===== config.mk =====
export PLATFORM = sky130hd
export DESIGN_NAME = mbus_cam_master
export DESIGN_NICKNAME = d
export VERILOG_FILES = /design/src/rtl/mbus_pkg.sv /design/src/rtl/mbus_sync.sv /design/src/rtl/mbus_phase_timer.sv /design/src/rtl/mbus_ack_waiter.sv /design/src/rtl/mbus_cam_master.sv
export SDC_FILE = /design/constraint.sdc
export NUM_CORES = 1
export LEC_CHECK = 0
export BUFFER_PORTS_ARGS = -buffer_cell sky130_fd_sc_hd__buf_2
export CORE_MARGIN = 2
export CORE_UTILIZATION = 35
export DETAILED_ROUTE_END_ITERATION = 12
export SLEW_MARGIN = 25
export SYNTH_ARGS = -nofsm -noshare
export SYNTH_HDL_FRONTEND = slang
export SYNTH_SLANG_ARGS = --single-unit

===== constraint.sdc =====
create_clock -name clk -period 2.77 [get_ports clk]
set_clock_uncertainty 0.1 [all_clocks]
set_input_delay 0.1385 -clock clk [delete_from_list [all_inputs] [get_ports clk]]
set_output_delay 0.1385 -clock clk [all_outputs]
set_load 0.005 [all_outputs]

===== src/rtl/mbus_pkg.sv =====
package mbus_pkg;

  localparam int BYTE_W  = 8;
  localparam int NUM_DEV = 2;

  typedef enum logic [3:0] {
    ST_IDLE,
    ST_ALO_SET,
    ST_ALO_HOLD,
    ST_AHI_SET,
    ST_AHI_HOLD,
    ST_DATA,
    ST_CSEL,
    ST_WAIT,
    ST_DONE
  } mbus_state_e;

  typedef struct packed {
    logic                  write;
    logic                  dev;
    logic [2*BYTE_W-1:0]   addr;
    logic [BYTE_W-1:0]     wdata;
  } mbus_req_t;

  typedef struct packed {
    logic [BYTE_W-1:0]  dout;
    logic               oe;
    logic               adlo;
    logic               adhi;
    logic [NUM_DEV-1:0] cs_n;
    logic               rd_n;
    logic               wr_n;
  } mbus_pins_t;

  localparam mbus_pins_t PINS_IDLE = '{
    dout: '0, oe: 1'b1, adlo: 1'b0, adhi: 1'b0,
    cs_n: '1, rd_n: 1'b1, wr_n: 1'b1
  };

  // Pin levels wanted for a given phase of the bus cycle.
  function automatic mbus_pins_t pins_for(mbus_state_e st, mbus_req_t rq);
    mbus_pins_t p;
    p = PINS_IDLE;
    case (st)
      ST_ALO_SET: begin
        p.dout = rq.addr[BYTE_W-1:0];
        p.adlo = 1'b1;
      end
      ST_ALO_HOLD: p.dout = rq.addr[BYTE_W-1:0];
      ST_AHI_SET: begin
        p.dout = rq.addr[2*BYTE_W-1:BYTE_W];
        p.adhi = 1'b1;
      end
      ST_AHI_HOLD: p.dout = rq.addr[2*BYTE_W-1:BYTE_W];
      ST_DATA, ST_CSEL, ST_WAIT: begin
        if (rq.write) p.dout = rq.wdata;
        else          p.oe   = 1'b0;
        if (st != ST_DATA) p.cs_n[rq.dev] = 1'b0;
        if (st == ST_WAIT) begin
          if (rq.write) p.wr_n = 1'b0;
          else          p.rd_n = 1'b0;
        end
      end
      default: p = PINS_IDLE;
    endcase
    return p;
  endfunction

endpackage


===== src/rtl/mbus_sync.sv =====
module mbus_sync #(
  parameter int   STAGES  = 2,
  parameter logic RST_VAL = 1'b1
) (
  input  logic clk,
  input  logic rst,
  input  logic d,
  output logic q
);

  logic [STAGES-1:0] sh_q;

  generate
    if (STAGES == 1) begin : g_one
      always_ff @(posedge clk) begin
        if (rst) sh_q <= RST_VAL;
        else     sh_q <= d;
      end
    end else begin : g_chain
      always_ff @(posedge clk) begin
        if (rst) sh_q <= {STAGES{RST_VAL}};
        else     sh_q <= {sh_q[STAGES-2:0], d};
      end
    end
  endgenerate

  assign q = sh_q[STAGES-1];

endmodule


===== src/rtl/mbus_phase_timer.sv =====
module mbus_phase_timer #(
  parameter int HOLD_CYC = 2
) (
  input  logic clk,
  input  logic rst,
  input  logic restart,
  output logic expired
);

  localparam int HW = (HOLD_CYC > 1) ? $clog2(HOLD_CYC) : 1;
  localparam logic [HW-1:0] LAST = HW'(HOLD_CYC - 1);

  logic [HW-1:0] cnt_q;

  always_ff @(posedge clk) begin
    if (rst || restart)     cnt_q <= '0;
    else if (cnt_q != LAST) cnt_q <= cnt_q + 1'b1;
  end

  assign expired = (cnt_q == LAST);

  // A phase counter never runs past the last cycle of a phase.
  assert_phase_range_R3: assert property (@(posedge clk) disable iff (rst)
    restart |=> (cnt_q == '0));

endmodule


===== src/rtl/mbus_ack_waiter.sv =====
module mbus_ack_waiter #(
  parameter int TIMEOUT_CYC = 1000,
  parameter int POLL_CYC    = 10
) (
  input  logic clk,
  input  logic rst,
  input  logic active,
  input  logic ack_n_s,
  output logic acked,
  output logic timed_out
);

  localparam int TW = $clog2(TIMEOUT_CYC + 1);
  localparam int PW = $clog2(POLL_CYC + 1);
  localparam logic [TW-1:0] T_LAST = TW'(TIMEOUT_CYC - 1);
  localparam logic [PW-1:0] P_LAST = PW'(POLL_CYC - 1);

  logic [TW-1:0] tot_q;
  logic [PW-1:0] poll_q;
  logic          tick;

  always_ff @(posedge clk) begin
    if (rst || !active) begin
      tot_q  <= '0;
      poll_q <= '0;
    end else begin
      tot_q  <= tot_q + 1'b1;
      poll_q <= (poll_q == P_LAST) ? '0 : poll_q + 1'b1;
    end
  end

  assign tick      = active && (poll_q == P_LAST);
  assign acked     = tick && !ack_n_s;
  assign timed_out = active && (tot_q == T_LAST);

  // The sequencer leaves the wait when the limit is hit.
  assert_timeout_exit_R8: assert property (@(posedge clk) disable iff (rst)
    timed_out |=> !active);

  // The wait never outlives the limit.
  assert_wait_bound_R8: assert property (@(posedge clk) disable iff (rst)
    active |-> (tot_q < TW'(TIMEOUT_CYC)));

endmodule


===== src/rtl/mbus_cam_master.sv =====
module mbus_cam_master
  import mbus_pkg::*;
#(
  parameter int CLK_MHZ     = 100,
  parameter int TIMEOUT_US  = 1000,
  parameter int POLL_US     = 1,
  parameter int HOLD_CYC    = 2,
  parameter int SYNC_STAGES = 2
) (
  input  logic        clk,
  input  logic        rst,
  input  logic        req_valid,
  output logic        req_ready,
  input  logic        req_write,
  input  logic        req_dev,
  input  logic [15:0] req_addr,
  input  logic [7:0]  req_wdata,
  output logic        rsp_done,
  output logic [7:0]  rsp_rdata,
  output logic        rsp_timeout,
  output logic [7:0]  bus_d_out,
  output logic        bus_d_oe,
  input  logic [7:0]  bus_d_in,
  output logic        bus_adlo,
  output logic        bus_adhi,
  output logic [1:0]  bus_cs_n,
  output logic        bus_rd_n,
  output logic        bus_wr_n,
  input  logic        bus_ack_n
);

  localparam int TIMEOUT_CYC = CLK_MHZ * TIMEOUT_US;
  localparam int POLL_CYC    = CLK_MHZ * POLL_US;

  mbus_state_e state_q, state_d;
  mbus_req_t   req_q, req_in, req_sel;
  mbus_pins_t  pins_q;
  logic        accept;
  logic        phase_exp;
  logic        ack_s;
  logic        acked, timed_out;
  logic        done_q, tmo_q;
  logic [7:0]  rdata_q;

  assign req_ready = (state_q == ST_IDLE);
  assign accept    = req_valid && req_ready;
  assign req_in    = '{write: req_write, dev: req_dev, addr: req_addr, wdata: req_wdata};
  assign req_sel   = accept ? req_in : req_q;

  mbus_sync #(.STAGES(SYNC_STAGES), .RST_VAL(1'b1)) u_ack_sync (
    .clk (clk),
    .rst (rst),
    .d   (bus_ack_n),
    .q   (ack_s)
  );

  mbus_phase_timer #(.HOLD_CYC(HOLD_CYC)) u_phase (
    .clk     (clk),
    .rst     (rst),
    .restart (state_q != state_d),
    .expired (phase_exp)
  );

  mbus_ack_waiter #(.TIMEOUT_CYC(TIMEOUT_CYC), .POLL_CYC(POLL_CYC)) u_wait (
    .clk       (clk),
    .rst       (rst),
    .active    (state_q == ST_WAIT),
    .ack_n_s   (ack_s),
    .acked     (acked),
    .timed_out (timed_out)
  );

  always_comb begin
    state_d = state_q;
    case (state_q)
      ST_IDLE:     if (accept)    state_d = ST_ALO_SET;
      ST_ALO_SET:  if (phase_exp) state_d = ST_ALO_HOLD;
      ST_ALO_HOLD: if (phase_exp) state_d = ST_AHI_SET;
      ST_AHI_SET:  if (phase_exp) state_d = ST_AHI_HOLD;
      ST_AHI_HOLD: if (phase_exp) state_d = ST_DATA;
      ST_DATA:     if (phase_exp) state_d = ST_CSEL;
      ST_CSEL:     if (phase_exp) state_d = ST_WAIT;
      ST_WAIT:     if (acked || timed_out) state_d = ST_DONE;
      ST_DONE:     state_d = ST_IDLE;
      default:     state_d = ST_IDLE;
    endcase
  end

  always_ff @(posedge clk) begin
    if (rst) begin
      state_q <= ST_IDLE;
      req_q   <= '0;
      pins_q  <= PINS_IDLE;
      done_q  <= 1'b0;
      tmo_q   <= 1'b0;
      rdata_q <= '0;
    end else begin
      state_q <= state_d;
      pins_q  <= pins_for(state_d, req_sel);
      done_q  <= (state_d == ST_DONE);
      if (accept) req_q <= req_in;
      if (state_q == ST_WAIT && state_d == ST_DONE) rdata_q <= bus_d_in;
      if (accept) tmo_q <= 1'b0;
      else if (state_q == ST_WAIT && timed_out && !acked) tmo_q <= 1'b1;
    end
  end

  assign bus_d_out   = pins_q.dout;
  assign bus_d_oe    = pins_q.oe;
  assign bus_adlo    = pins_q.adlo;
  assign bus_adhi    = pins_q.adhi;
  assign bus_cs_n    = pins_q.cs_n;
  assign bus_rd_n    = pins_q.rd_n;
  assign bus_wr_n    = pins_q.wr_n;
  assign rsp_done    = done_q;
  assign rsp_rdata   = rdata_q;
  assign rsp_timeout = tmo_q;

  // Ready only while the bus is quiet.
  assert_ready_idle_R2: assert property (@(posedge clk) disable iff (rst)
    req_ready |-> (bus_cs_n == 2'b11 && bus_rd_n && bus_wr_n));

  // Lines released whenever the read strobe is low.
  assert_read_tristate_R5: assert property (@(posedge clk) disable iff (rst)
    !bus_rd_n |-> !bus_d_oe);

  // At most one select, and a select already low before a strobe.
  assert_one_cs_R6: assert property (@(posedge clk) disable iff (rst)
    $countones(~bus_cs_n) <= 1);
  assert_cs_first_R6: assert property (@(posedge clk) disable iff (rst)
    $fell(bus_rd_n) || $fell(bus_wr_n) |-> $past(bus_cs_n) != 2'b11);

  // Read and write strobes are exclusive.
  assert_one_strobe_R7: assert property (@(posedge clk) disable iff (rst)
    !(!bus_rd_n && !bus_wr_n));

  // Completion leaves the bus released and the pulse is single.
  assert_done_release_R9: assert property (@(posedge clk) disable iff (rst)
    rsp_done |-> (bus_cs_n == 2'b11 && bus_rd_n && bus_wr_n && bus_d_oe));
  assert_done_pulse_R9: assert property (@(posedge clk) disable iff (rst)
    rsp_done |=> !rsp_done);

  // Timeout flag holds until an accept.
  assert_sticky_R10: assert property (@(posedge clk) disable iff (rst)
    (rsp_timeout && !accept) |=> rsp_timeout);

  // Latch strobes exclusive with each other and with a strobe.
  assert_latch_excl_R11: assert property (@(posedge clk) disable iff (rst)
    !(bus_adlo && bus_adhi) && !((bus_adlo || bus_adhi) && !(bus_rd_n && bus_wr_n)));

endmodule


==> impl_metrics.toml <==
[run_status]
status = "finished clean"

[clocking]
post_cts_resized = 0
clock_sinks = 82
cts_buffers = 9
clockBufferDepth = 2
htreeDepth = 3
clk_latency_ns = 0.35
cts_tree = "done"
clock_tree.root_cell = "clkbuf_8"
post_cts_buffers = 0
holdBufCountCts = 35
clk_pin_slew_ns = 0.08

[route]
highest_layer = "met4"
dr_wl_met3_um = 315
firstDrtPassIters = 4
wire_per_inst_um = 13.3
drt_iter0_drc = 77
antenna_left = 0
drc = 0
drt_wl_total_um = 7400
vias = 2756
met2WireLength_um = 3430
met1_length_um = 3550
via_per_inst = 4.94

[placement]
hpwl_um = 4980
portBuffers = 63
dp_slack_ns = 0.476
place.gp.congestion = 0.745

[cells_and_area]
drive_gt1_share_pct = 20.6
area_growth_syn_to_layout_pct = 28.0
diodes = 0
postLayoutCoreUtil_pct = 45.9
nNetsFinal = 482

[yosys]
synth_seq_cells = 82
synth.top_cells.by_area = "dfxtp_1, mux2i_1, nor2_1"
synth_edf_count = 0
syn_area_um2 = 3290
synth_ff_type = "dfxtp_1"
postSynthCellCount = 350
synth_nets = 390
synth_top_cell_area_share_pct = 50.0
yosysSeqAreaShare_pct = 50.0
ys_types = 48
synth_top_cell_by_area = "dfxtp_1"
async_reset_ff_share_pct = 0
ys.warnings.count = 0
avgSynthCellArea_um2 = 9.39

[sta]
worst_pin_slew_ns = 0.740
fmax_ghz = 0.433
hold_viol = 0
finalCritPeriodShare_pct = 83.4
maxSlewHeadroom_pct = 50.7
setup_violations = 0
finalSetupTns_ns = 0
rsz0062_at_grt = "no"
drv_slew = 0
setup_slack_ns = 0.461
timing.final.crit_period_ns = 2.31

[min_path]
min_from = "req_valid"
min_path_type = "in2reg"

[floorplan]
die-area_um2 = 10200
die_x_um = 101
initial_core_util_pct = 35.9
num_rows = 35
io_pins = 64
core-area_um2 = 9150
die_y_um = 101

[job]
cap_violations = 0

[global_route]
overflow = 0
grtUsageTotal_pct = 15.1
grt_pass1_vias = 2580
grt_pass1_wl_um = 12200
grt_start_max_net_pins = 27
antenna_found_initial = 0

[setup_path]
startpoint_type = "flip-flop"
crit_required_ns = 2.88
worst_path_largest_cell_delay_ns = 0.59
path_class = "reg2reg"
cp.arrival_ns = 2.42
path_cells = "ha_1 > nand4bb_1 > or4_1 > o21a_1 > a21oi_2 > nor4_1"
reg2reg_from = "u_wait.poll_q[0]$_SDFF_PP0_"
cp_slowest_cell = "or4_1"
worstPathMaxFanout = 20
crit_path_end_kind = "flip-flop"
startpoint = "u_wait.poll_q[0]$_SDFF_PP0_"

[pwr]
peakVddDrop_uv = 359
p_per_area_nw_per_um2 = 574
power.leakage_nw = 1.73
-- layer usage --
layer	GRT usage [%]	vias up
met2	23.8	55
met5	0	-
met1	19.8	1288
li1	-	1405
met4	4.78	0
met3	4.65	8
-- area by class of cell --
cell class / count / area, um^2
Fill cell: 868 / 4950
Sequential cell: 82 / 1640
Multi-Input combinational cell: 244 / 1520
Timing Repair Buffer: 101 / 688
Tap cell: 111 / 139
Clock buffer: 9 / 124
Clock inverter: 7 / 77.6
Inverter: 4 / 15.0
-- critical path: cells and delay by family, from the launching register on --
| kind | cells | cell delay (ns) |
|---|---|---|
| simple gates | 3 | 0.82 |
| compound gates | 2 | 0.66 |
| flops | 1 | 0.36 |
| fa+ha+maj | 1 | 0.23 |
-- cell families after synthesis --
| kind of cell | share of synthesized area (%) |
|---|---|
| AO/OA/AOI/OAI | 11.4 |
| adder cells (fa/ha/maj) | 0.761 |
| buffers and inverters | 3.81 |
| multiplexers | 8.23 |
| AND/OR/NAND/NOR | 21.8 |
| XOR/XNOR | 4.00 |
| flip-flops | 50.0 |
-- final timing paths --
check / to / slack (ns) / cells past startpoint
max: bus_adhi$_SDFF_PP0_ / 0.46 / 6
min: rsp_timeout$_SDFFE_PP0P_ / 0.02 / 2
max reg2reg: bus_adhi$_SDFF_PP0_ / 0.46 / 6
min reg2reg: u_ack_sync.sh_q[1]$_SDFF_PP1_ / 0.32 / 1
-- registers in the layout, indices dropped and copies added, names as in the netlist, 2 cells and up --
register,flops
req_q,26
u_wait.tot_q,17
bus_d_out,8
rsp_rdata,8
u_wait.poll_q,7
state_q,4
bus_cs_n,2
u_ack_sync.sh_q,2
-- where the power goes --
| group | switching [mW] | internal, mW |
|---|---|---|
| Sequential | 0.0246 | 1.23 |
| Clock | 0.439 | 0.422 |
| Combinational | 0.153 | 0.149 |
-- cells in the final DEF (no fill, tap or decap), types with 2 or more instances in the layout --
cell            n
nor2_1         65
and3_1          6
mux2i_1        27
or2_2           2
o21ai_1         2
nand4_1         6
nand2b_1        3
ha_1            2
dfxtp_1        82
buf_2          63
o21ai_0         5
nand3_1        10
clkbuf_8        9
buf_4           3
inv_1           3
xnor2_1         4
or3_1           5
dlygate4sd3_1  35
nor4_1          3
nand2_1        28
o22ai_1         8
or4_1           3
o2111a_1        8
nor3_1          5
clkinvlp_4      4
xor2_1         11
a21oi_1        20
inv_6           2
-- metrics by stage --
step                power [mW]  instance area [um^2]  hold slack (ns)  std cells
floorplan                 1.47                  3290            0.142        350
global placement          1.54                  3650            0.249        507
detailed placement        1.54                  3650            0.253        507
CTS                       2.45                  4200          0.00167        558
global route              2.53                  4200          0.00344        558
finish                    2.41                  4200           0.0247        558
-- cells in the mapped netlist (2+ instances only) --
cell type / number
clkbuf_1: 11
nor4_1: 3
buf_4: 2
nand4_1: 6
xor2_1: 11
nand2b_1: 3
buf_6: 3
or4_1: 3
mux2i_1: 27
or2_2: 2
nand2_1: 28
a21oi_1: 20
dfxtp_1: 82
o21ai_1: 2
ha_1: 2
o22ai_1: 8
or3_1: 5
nand3_1: 10
inv_1: 3
nor3_1: 5
buf_2: 4
nor2_1: 65
xnor2_1: 4
and3_1: 6
o2111a_1: 8
o21ai_0: 5
No activity file was read; power rests on OpenSTA's default activity.
